[config.mk]
export PLATFORM = sky130hd
export DESIGN_NAME = subrange_merge
export DESIGN_NICKNAME = d
export VERILOG_FILES = /design/src/rtl/subrange_pkg.sv /design/src/rtl/sr_thermo_count.sv /design/src/rtl/sr_sequencer.sv /design/src/rtl/sr_combine.sv /design/src/rtl/subrange_merge.sv
export SDC_FILE = /design/constraint.sdc
export NUM_CORES = 1
export LEC_CHECK = 0
export BUFFER_PORTS_ARGS = -buffer_cell sky130_fd_sc_hd__buf_2
export CAP_MARGIN = 0
export CELL_PAD_IN_SITES_DETAIL_PLACEMENT = 1
export CELL_PAD_IN_SITES_GLOBAL_PLACEMENT = 1
export CORE_ASPECT_RATIO = 0.6
export CORE_MARGIN = 5
export CORE_UTILIZATION = 30
export DETAILED_ROUTE_END_ITERATION = 8
export PLACE_DENSITY = 0.57
export SETUP_SLACK_MARGIN = 0.02
export SYNTH_ARGS = -nofsm -noshare
export SYNTH_HDL_FRONTEND = slang
export SYNTH_HIERARCHICAL = 1
export SYNTH_SLANG_ARGS = --single-unit
export TNS_END_PERCENT = 50
[constraint.sdc]
create_clock -name clk -period 3.5 [get_ports clk]
set_clock_uncertainty 0.2 [all_clocks]
set_input_delay 0.525 -clock clk [delete_from_list [all_inputs] [get_ports clk]]
set_output_delay 0.525 -clock clk [all_outputs]
set_load 0.05 [all_outputs]
[src/rtl/subrange_pkg.sv]
package subrange_pkg;

   typedef enum logic [2:0] {
      SQ_IDLE  = 3'd0,
      SQ_PASS1 = 3'd1,
      SQ_LOOK  = 3'd2,
      SQ_PASS2 = 3'd3,
      SQ_PASS3 = 3'd4
   } sq_state_e;

   typedef struct packed {
      logic grab_est;
      logic grab_p1;
      logic grab_look;
      logic grab_p2;
      logic grab_p3;
   } sq_strobe_t;

endpackage

[src/rtl/sr_thermo_count.sv]
module sr_thermo_count #(
   parameter int NCMP = 16,
   localparam int CNT_W = $clog2(NCMP + 1)
) (
   input  logic [NCMP-1:0]  word,
   output logic [CNT_W-1:0] count
);

   logic [NCMP-1:0] run;

   assign run[0] = word[0];

   generate
      for (genvar gi = 1; gi < NCMP; gi++) begin : g_chain
         assign run[gi] = run[gi-1] & word[gi];
      end
   endgenerate

   always_comb begin
      count = '0;
      for (int k = 0; k < NCMP; k++) begin
         count = count + CNT_W'(run[k]);
      end
   end

endmodule

[src/rtl/sr_sequencer.sv]
module sr_sequencer
   import subrange_pkg::*;
(
   input  logic       clk,
   input  logic       rst_n,
   input  logic       start,
   input  logic       cmp_valid,
   input  logic       lut_ack,
   output logic [1:0] sel_pos,
   output logic       lut_req,
   output sq_strobe_t strobe
);

   sq_state_e state_q, state_d;

   always_comb begin
      strobe.grab_est  = (state_q == SQ_IDLE)  && start;
      strobe.grab_p1   = (state_q == SQ_PASS1) && cmp_valid;
      strobe.grab_look = (state_q == SQ_LOOK)  && lut_ack;
      strobe.grab_p2   = (state_q == SQ_PASS2) && cmp_valid;
      strobe.grab_p3   = (state_q == SQ_PASS3) && cmp_valid;
   end

   always_comb begin
      state_d = state_q;
      unique case (state_q)
         SQ_IDLE:  if (strobe.grab_est)  state_d = SQ_PASS1;
         SQ_PASS1: if (strobe.grab_p1)   state_d = SQ_LOOK;
         SQ_LOOK:  if (strobe.grab_look) state_d = SQ_PASS2;
         SQ_PASS2: if (strobe.grab_p2)   state_d = SQ_PASS3;
         SQ_PASS3: if (strobe.grab_p3)   state_d = SQ_IDLE;
         default:                        state_d = SQ_IDLE;
      endcase
   end

   always_ff @(posedge clk or negedge rst_n) begin
      if (!rst_n) state_q <= SQ_IDLE;
      else        state_q <= state_d;
   end

   always_comb begin
      unique case (state_q)
         SQ_PASS1, SQ_LOOK: sel_pos = 2'd1;
         SQ_PASS2:          sel_pos = 2'd2;
         SQ_PASS3:          sel_pos = 2'd3;
         default:           sel_pos = 2'd0;
      endcase
   end

   assign lut_req = (state_q == SQ_LOOK);

endmodule

[src/rtl/sr_combine.sv]
module sr_combine
   import subrange_pkg::*;
#(
   parameter int NCMP      = 16,
   parameter int EST_W     = 2,
   parameter int CORR_W    = 8,
   parameter int LOW_BAND  = 4,
   parameter int BELOW     = 6,
   parameter int FINE_W    = 2,
   localparam int CNT_W    = $clog2(NCMP + 1),
   localparam int FL_W     = $clog2(NCMP),
   localparam int ADDR_W   = EST_W + FL_W,
   localparam int MID_W    = ADDR_W + FL_W,
   localparam int CODE_W   = MID_W + FINE_W,
   localparam int SUM_W    = CODE_W + 2
) (
   input  logic              clk,
   input  logic              rst_n,
   input  sq_strobe_t        strobe,
   input  logic [EST_W-1:0]  est_in,
   input  logic [CNT_W-1:0]  count,
   input  logic [CORR_W-1:0] lut_code,
   output logic [ADDR_W-1:0] lut_addr,
   output logic [CORR_W-1:0] corr_code,
   output logic [CODE_W-1:0] code_out,
   output logic              done
);

   logic [EST_W-1:0]  est_q;
   logic [ADDR_W-1:0] addr_q;
   logic [MID_W-1:0]  mid_q;
   logic [CORR_W-1:0] corr_q;
   logic [CODE_W-1:0] code_q;
   logic              done_q;

   // pass 1 overlap fold
   logic [EST_W-1:0] est_fix;
   logic [FL_W-1:0]  pos_fix;

   always_comb begin
      est_fix = est_q;
      pos_fix = '0;
      if (count < CNT_W'(LOW_BAND)) begin
         if (est_q == '0) begin
            est_fix = '0;
            pos_fix = '0;
         end else begin
            est_fix = est_q - EST_W'(1);
            pos_fix = FL_W'(count + CNT_W'(NCMP - LOW_BAND));
         end
      end else begin
         pos_fix = FL_W'(count - CNT_W'(LOW_BAND));
      end
   end

   // pass 2 clamp
   logic [FL_W-1:0] fine_cnt;
   assign fine_cnt = (count >= CNT_W'(NCMP)) ? FL_W'(NCMP - 1) : count[FL_W-1:0];

   // pass 3 signed merge and saturation
   logic [SUM_W-1:0]  sum;
   logic [CODE_W-1:0] sat_code;

   always_comb begin
      sum = SUM_W'({mid_q, {FINE_W{1'b0}}}) + SUM_W'(count) - SUM_W'(BELOW);
      if (sum[SUM_W-1])
         sat_code = '0;
      else if (sum[SUM_W-2:CODE_W] != '0)
         sat_code = '1;
      else
         sat_code = sum[CODE_W-1:0];
   end

   always_ff @(posedge clk or negedge rst_n) begin
      if (!rst_n) begin
         est_q  <= '0;
         addr_q <= '0;
         mid_q  <= '0;
         corr_q <= '0;
         code_q <= '0;
         done_q <= 1'b0;
      end else begin
         done_q <= strobe.grab_p3;
         if (strobe.grab_est)  est_q  <= est_in;
         if (strobe.grab_p1)   addr_q <= {est_fix, pos_fix};
         if (strobe.grab_look) corr_q <= lut_code;
         if (strobe.grab_p2)   mid_q  <= {addr_q, fine_cnt};
         if (strobe.grab_p3)   code_q <= sat_code;
      end
   end

   assign lut_addr  = addr_q;
   assign corr_code = corr_q;
   assign code_out  = code_q;
   assign done      = done_q;

endmodule

[src/rtl/subrange_merge.sv]
module subrange_merge
   import subrange_pkg::*;
#(
   parameter int NCMP        = 16,
   parameter int EST_W       = 2,
   parameter int CORR_W      = 8,
   parameter int LOW_BAND    = 4,
   parameter int BELOW       = 6,
   parameter int FINE_STEPS  = 4,
   localparam int FINE_W     = $clog2(FINE_STEPS),
   localparam int FL_W       = $clog2(NCMP),
   localparam int CNT_W      = $clog2(NCMP + 1),
   localparam int ADDR_W     = EST_W + FL_W,
   localparam int CODE_W     = ADDR_W + FL_W + FINE_W
) (
   input  logic              clk,
   input  logic              rst_n,
   input  logic              start,
   input  logic [EST_W-1:0]  est_in,
   input  logic [NCMP-1:0]   cmp_word,
   input  logic              cmp_valid,
   output logic [1:0]        sel_pos,
   output logic              lut_req,
   output logic [ADDR_W-1:0] lut_addr,
   input  logic              lut_ack,
   input  logic [CORR_W-1:0] lut_code,
   output logic [CORR_W-1:0] corr_code,
   output logic [CODE_W-1:0] code_out,
   output logic              done
);

   generate
      if ((1 << FL_W) != NCMP) begin : g_bad_ncmp
         $error("NCMP must be a power of two");
      end
      if ((1 << FINE_W) != FINE_STEPS) begin : g_bad_fine
         $error("FINE_STEPS must be a power of two");
      end
      if (NCMP != 2 * BELOW + FINE_STEPS) begin : g_bad_span
         $error("third-pass levels must equal comparator count");
      end
      if (LOW_BAND < 1 || LOW_BAND >= NCMP) begin : g_bad_band
         $error("LOW_BAND out of range");
      end
   endgenerate

   sq_strobe_t       strobe;
   logic [CNT_W-1:0] count;

   sr_thermo_count #(.NCMP(NCMP)) u_count (
      .word  (cmp_word),
      .count (count)
   );

   sr_sequencer u_seq (
      .clk       (clk),
      .rst_n     (rst_n),
      .start     (start),
      .cmp_valid (cmp_valid),
      .lut_ack   (lut_ack),
      .sel_pos   (sel_pos),
      .lut_req   (lut_req),
      .strobe    (strobe)
   );

   sr_combine #(
      .NCMP     (NCMP),
      .EST_W    (EST_W),
      .CORR_W   (CORR_W),
      .LOW_BAND (LOW_BAND),
      .BELOW    (BELOW),
      .FINE_W   (FINE_W)
   ) u_comb (
      .clk       (clk),
      .rst_n     (rst_n),
      .strobe    (strobe),
      .est_in    (est_in),
      .count     (count),
      .lut_code  (lut_code),
      .lut_addr  (lut_addr),
      .corr_code (corr_code),
      .code_out  (code_out),
      .done      (done)
   );

endmodule

# Word level (Yosys, flattened, before mapping)
# Index checks and enable logic that the tools add are counted.
dict set report totals {
  out_inout_bits 30
  reg_bits 42
  inputBits 31
}
dict set report op_classes {
  eq_ne 9
  reduce_logical 9
  order_cmp 2
  add_sub_neg 20
  bitwise_logic 15
  muxes 14
}
# op n
set op_table {}
lappend op_table {{adder 5 x 1 -> 5 bit} 14}
lappend op_table {{two-way mux 12 bit} 2}
lappend op_table {{bitwise AND 1 bit} 15}
lappend op_table {{two-way mux 3 bit} 5}
lappend op_table {{case mux 3 bit (5 select lines)} 1}
lappend op_table {{subtractor 14 x 3 -> 14 bit (second input constant)} 1}
lappend op_table {{adder 12 x 5 -> 13 bit} 1}
lappend op_table {{two-way mux 4 bit} 3}
lappend op_table {{equality test 3 x 2 -> 1 bit (second input constant)} 2}
lappend op_table {{!= test 2 bit (second input constant)} 3}
lappend op_table {{case mux 2 bit (3 select lines)} 1}
lappend op_table {{>= comparator 5 bit (second input constant)} 1}
lappend op_table {{logical AND 1 bit} 5}
lappend op_table {{< comparator 5 x 3 -> 1 bit (second input constant)} 1}
lappend op_table {{AND reduction 5 bit} 1}
lappend op_table {{adder 4 bit (second input constant)} 1}
lappend op_table {{two-way mux 2 bit} 2}
lappend op_table {{!= test 2 x 1 -> 1 bit (second input constant)} 2}
lappend op_table {{subtractor 4 x 3 -> 4 bit (second input constant)} 1}
lappend op_table {{equality test 3 x 1 -> 1 bit (second input constant)} 1}
lappend op_table {{equality test 3 bit (second input constant)} 1}
lappend op_table {{logical NOT 3 bit} 1}
lappend op_table {{adder 1 x 1 -> 2 bit} 1}
lappend op_table {{logical NOT 2 bit} 1}
lappend op_table {{other kinds (2)} 2}

# Longest topological paths before layout
dict set report logic_depth {
  ltp_word 20
  mapped_depth 26
  mapped_depth_nobuf 25
}

# By module
# The synthesis kept the hierarchy.
# module instances cells_per_inst seq_area_each_um2 area_per_inst_um2
set modules_own_cells {}
lappend modules_own_cells {sr_combine 1 229 975.9 2349.8}
lappend modules_own_cells {sr_thermo_count 1 58 0.0 485.5}
lappend modules_own_cells {sr_sequencer 1 28 75.1 239.0}

# Worst setup path before layout
# Ideal clock, no wire load.
dict set report synth_timing {
  path_kind {input to register}
  start {input port cmp_word[7]}
  end {register u_comb.code_q[11] (netlist: u_comb/code_out[11])}
  path_stages 22
  path_slack_ns -2.715
  required_ns 3.156
  setup_time_ns 0.144
  t_arrival_ns 5.870
  path_cell_list {nand3_1 nor4_1 and3_1 fa_1 fa_1 fa_1 fa_1 ha_1 inv_1 fa_1 xnor2_1 ha_1 ha_1 inv_1 fa_1 nor2b_4 o2111ai_2 nand2_2 a31o_4 buf_6 nor3_2 o22ai_2}
}
dict set report synth_between {
  elab_chain_len 14
}
# item line
set synth_rtl {}
lappend synth_rtl {{from (decl)} subrange_merge.sv:20} ;# input logic [NCMP-1:0] cmp_word,
lappend synth_rtl {{bitwise AND 1 bit (*)} sr_thermo_count.sv:15} ;# assign run[gi] = run[gi-1] & word[gi];
lappend synth_rtl {{adder 5 x 1 -> 5 bit or bitwise AND 1 bit (tied branches) (8 in series)} {sr_thermo_count.sv:22, sr_thermo_count.sv:15}}
lappend synth_rtl {{adder 5 x 1 -> 5 bit (*)} sr_thermo_count.sv:22} ;# count = count + CNT_W'(run[k]);
lappend synth_rtl {{net count[2]} subrange_merge.sv:48} ;# logic [CNT_W-1:0] count;
lappend synth_rtl {{adder 12 x 5 -> 13 bit (*)} sr_combine.sv:65} ;# sum = SUM_W'({mid_q, {FINE_W{1'b0}}}) + SUM_W'(count) - SUM_W'(BELOW);
lappend synth_rtl {{subtractor 14 x 3 -> 14 bit (*)} sr_combine.sv:65}
lappend synth_rtl {{two-way mux 12 bit} sr_combine.sv:68} ;# else if (sum[SUM_W-2:CODE_W] != '0)
lappend synth_rtl {{two-way mux 12 bit (*)} sr_combine.sv:66} ;# if (sum[SUM_W-1])
lappend synth_rtl {{to (signal assigned)} sr_combine.sv:88} ;# if (strobe.grab_p3) code_q <= sat_code;
lappend synth_rtl {{to (decl)} sr_combine.sv:33} ;# logic [CODE_W-1:0] code_q;
# Mark *: on every way through the listed nets, which the timed path passes. The rest lies on a longest branch.
# A chain may end at the register's enable or synchronous reset.

# Worst setup path in the final report
dict set report layout_timing {
  start {input port cmp_word[2]}
  end {register u_comb.code_q[10] (netlist: u_comb/code_out[10])}
}
dict set report layout_between {
  elab_chain_len 19
}
# item line
set layout_rtl {}
lappend layout_rtl {{bitwise AND 1 bit (*)} sr_thermo_count.sv:15}
lappend layout_rtl {{adder 5 x 1 -> 5 bit or bitwise AND 1 bit (tied branches) (13 in series)} {sr_thermo_count.sv:22, sr_thermo_count.sv:15}}
lappend layout_rtl {{adder 5 x 1 -> 5 bit (*)} sr_thermo_count.sv:22}
lappend layout_rtl {{net count[2]} subrange_merge.sv:48}
lappend layout_rtl {{adder 12 x 5 -> 13 bit (*)} sr_combine.sv:65}
lappend layout_rtl {{subtractor 14 x 3 -> 14 bit (*)} sr_combine.sv:65}
lappend layout_rtl {{two-way mux 12 bit} sr_combine.sv:68}
lappend layout_rtl {{two-way mux 12 bit (*)} sr_combine.sv:66}
# Marked as above.

==> results_dict.tcl <==
set metrics [dict create \
    status "finished with violations" \
    violations "negative setup slack" \
    fmax_ghz 0.1698 \
    critPathBufInv 6 \
    io_buffer_count 60 \
    period_minus_slack_ps 5888 \
    seq_area_frac_synth 0.3419 \
    pwr-share-seq 0.180 \
    insertedDiodeCount 0 \
    cp-start-kind "input port" \
    async_flop_share 1.000 \
    clock_latency_ps 290 \
    fillCellCount 1128 \
    critical_path_required_ps 3510 \
    worstMarginPinSlew_ps 1025 \
    synth_cell_types 55 \
    dr.pass1.iters 4 \
    synthMuxAreaShare 0.04925 \
    layout-drive-gt1-share 0.4930 \
    num_rows 28 \
    synth_warnings 6 \
    pwr_density_cell_nw_per_um2 1085 \
    switching_power_mw 2.581 \
    rsz0062_at_grt "true" \
    crit_fanout 8 \
    syn_area_per_cell_sq_um 9.759 \
    power_frac_comb 0.724 \
    syn_nets 377 \
    setup_slack_ps -2388 \
    critical_path.max_stage_delay_ps 530 \
    synth_flop_cell "dfrtp_1" \
    sw_frac_of_total 0.5225 \
    cts_tree "done" \
    initial_utilization 0.3101 \
    grt_overflow_total 0 \
    wl_per_cell_um 16.82 \
    timing.slew.headroom 0.3168 \
    die_w_um 140.7 \
    nets 491 \
    crit_type "input port to flip-flop" \
    internal_power_mw 2.359 \
    dieArea_sq_um 12440 \
    peakVddDrop_v 0.0005664 \
    gp_congestion 0.7635 \
    critPathTopFamily "adder cells" \
    vias 2686 \
    area_delta_synth_final_pct 48.11 \
    arrival_ps 5900 \
    netlist_area_sq_um 3074 \
    synth_top_family_by_area "simple AND/OR/NAND/NOR gates" \
    grt_max_degree 43 \
    finalHoldViolCount 0 \
    first_global_vias 2792 \
    seq_area_sq_um 1051 \
    mostFrequentLayoutCells "buf_2, inv_1, buf_4" \
    hpwl_um 6861 \
    setup_viol 22 \
    grtUsageTotal 0.1531 \
    core-area_sq_um 9915 \
    drv_cap 0 \
    route.detailed.drc 0 \
    clk_pin_slew_ps 70 \
    worst_setup_path_end_kind "flip-flop" \
    drt-vias-per-instance 4.754 \
    totalWireLength_um 9501 \
    cp_slowest_cell "fa_1" \
    synth_edf_count 0 \
    yosys.area_share.simple 0.1730 \
    synth-compound-area-share 0.1669 \
    io_pins 61 \
    cts_buffers 5 \
    antenna_found_initial 0 \
    postCtsHoldBufs 0 \
    ys_ff_latch 42 \
    final_common_cell "buf_2" \
    synth_xor_area_frac 0.02279 \
    synthCells 315 \
    clkSinkCount 42 \
    cts_root_buf "clkbuf_16" \
    die_height_um 88.41 \
    multiInputGateArea_sq_um 2121 \
    cp_common_cell "fa_1" \
    min_period_over_period 1.682 \
    drt_iter0_drc 96 \
    min_path_type "input port to asynchronous set/reset pin" \
    synth_fa_ha_area_frac 0.1506 \
    clockBufferDepth 2 \
    p_leak_nw 2.141 \
    grt_pass1_wl_um 15030 \
    cts.htree.levels 2 \
    ant_nets 0 \
    whs_ps 214.1 \
    pre_cts_ws_ps -3145 \
    drv_slew 0 \
    clock_power_share 0.096 \
]
-- flip-flops by register name, summed over array words and instances (netlist names) --
name              cells
u_comb/est_q          2
u_comb/lut_addr       6
u_comb/corr_code      8
u_comb/mid_q         10
u_seq/state_q         3
u_comb/code_out      12
u_comb/done           1
-- power groups by stage --
stage	Clock [mW]	Sequential [mW]	Combinational (mW)
floorplan	0	1.35	1.70
global placement	0	0.884	2.77
detailed placement	0	0.899	2.83
CTS	0.491	0.895	3.21
global route	0.520	0.923	3.83
finish	0.476	0.889	3.58
-- layer usage --
| layer | wire length (um) | track usage | vias up |
|---|---|---|---|
| met5 | 0 | 0 | - |
| met2 | 3991 | 0.2261 | 61 |
| met3 | 699 | 0.05454 | 5 |
| met4 | 45 | 0.01319 | 0 |
| met1 | 4765 | 0.2241 | 1307 |
| li1 | - | - | 1313 |
-- through the flow --
step / utilization / TNS (ps) / power [mW] / instance area [sq um] / instances
after floorplan: - / -40700 / 3.054 / 3177 / 315
after global placement: 0.3917 / -48790 / 3.650 / 3884 / 538
after detailed placement: 0.3917 / -52220 / 3.732 / 3884 / 538
after CTS: 0.4372 / -39690 / 4.600 / 4334 / 560
after global routing: 0.4592 / -45360 / 5.273 / 4553 / 565
final: 0.4592 / -40100 / 4.940 / 4553 / 565
-- synth_stat cells (3+ instances only) --
library cell  count  share of area
inv_1            58          0.071
a21oi_1           6         0.0098
nor2b_1           3         0.0061
o21a_1            3         0.0073
a31oi_1           4         0.0081
fa_1             10          0.065
buf_2             4         0.0065
nor2_1           13          0.016
nand4_1           5          0.010
o21ai_0          15          0.024
nor3_2           10          0.033
dfrtp_1          42           0.34
xor2_1            3         0.0085
nor3_1            7          0.011
ha_1             21          0.085
o22ai_1           7          0.014
clkbuf_1          6         0.0073
nor4_1            6          0.012
mux2_2           10          0.037
o22ai_2          10          0.041
nand2_1          18          0.022
buf_6             3          0.011
and3_1            4         0.0081
xnor2_1           5          0.014
nand3_1           6         0.0098
-- final timing paths --
check                               startpoint                  end  slack [ps]  cells past startpoint
max                                cmp_word[2]  u_comb/code_out[10]       -2390                     25
min                                      rst_n     u_seq/state_q[1]         210                      1
max reg2reg                    u_comb/mid_q[7]   u_comb/code_out[9]         720                      8
min reg2reg                u_comb/corr_code[1]  u_comb/corr_code[1]         300                      1
max in group asynchronous                rst_n      u_comb/est_q[1]        2250                      1
min in group clk                   lut_code[4]  u_comb/corr_code[4]         270                      2
-- what timing repair did --
item | 4_1_cts | 5_1_grt
setup buffers | 12 | 7
cloned | 2 | 0
pin swaps | 19 | 24
endpoints found under the setup margin | 22 | 22
gates resized for setup | 40 | 38
-- kinds of logic (layout without fill, tap and decap cells) --
family / count (synthesis) / after routing
simple gates: 86 / 86
buf+inv: 71 / 185
compound gates: 64 / 65
flops: 42 / 42
fa+ha+maj: 31 / 31
mux: 13 / 13
xor+xnor: 8 / 8
-- worst reg2reg max path, delay by kind of cell (launching register included) --
kind                       cells  cell delay (ps)
AOI/OAI and AO/OA              3             1080
adders and majority gates      1              400
and+or+nand+nor                2              390
DFF                            1              350
buffers and inverters          2              230
-- cell type report --
type / count / area share
inverter: 58 / 0.04782
multi-input combinational: 203 / 0.4658
clock buffer: 5 / 0.02748
clock inverter: 3 / 0.004672
timing repair buffer: 119 / 0.1863
tap: 135 / 0.03710
sequential: 42 / 0.2308
Power figures use the tool's default switching activity.
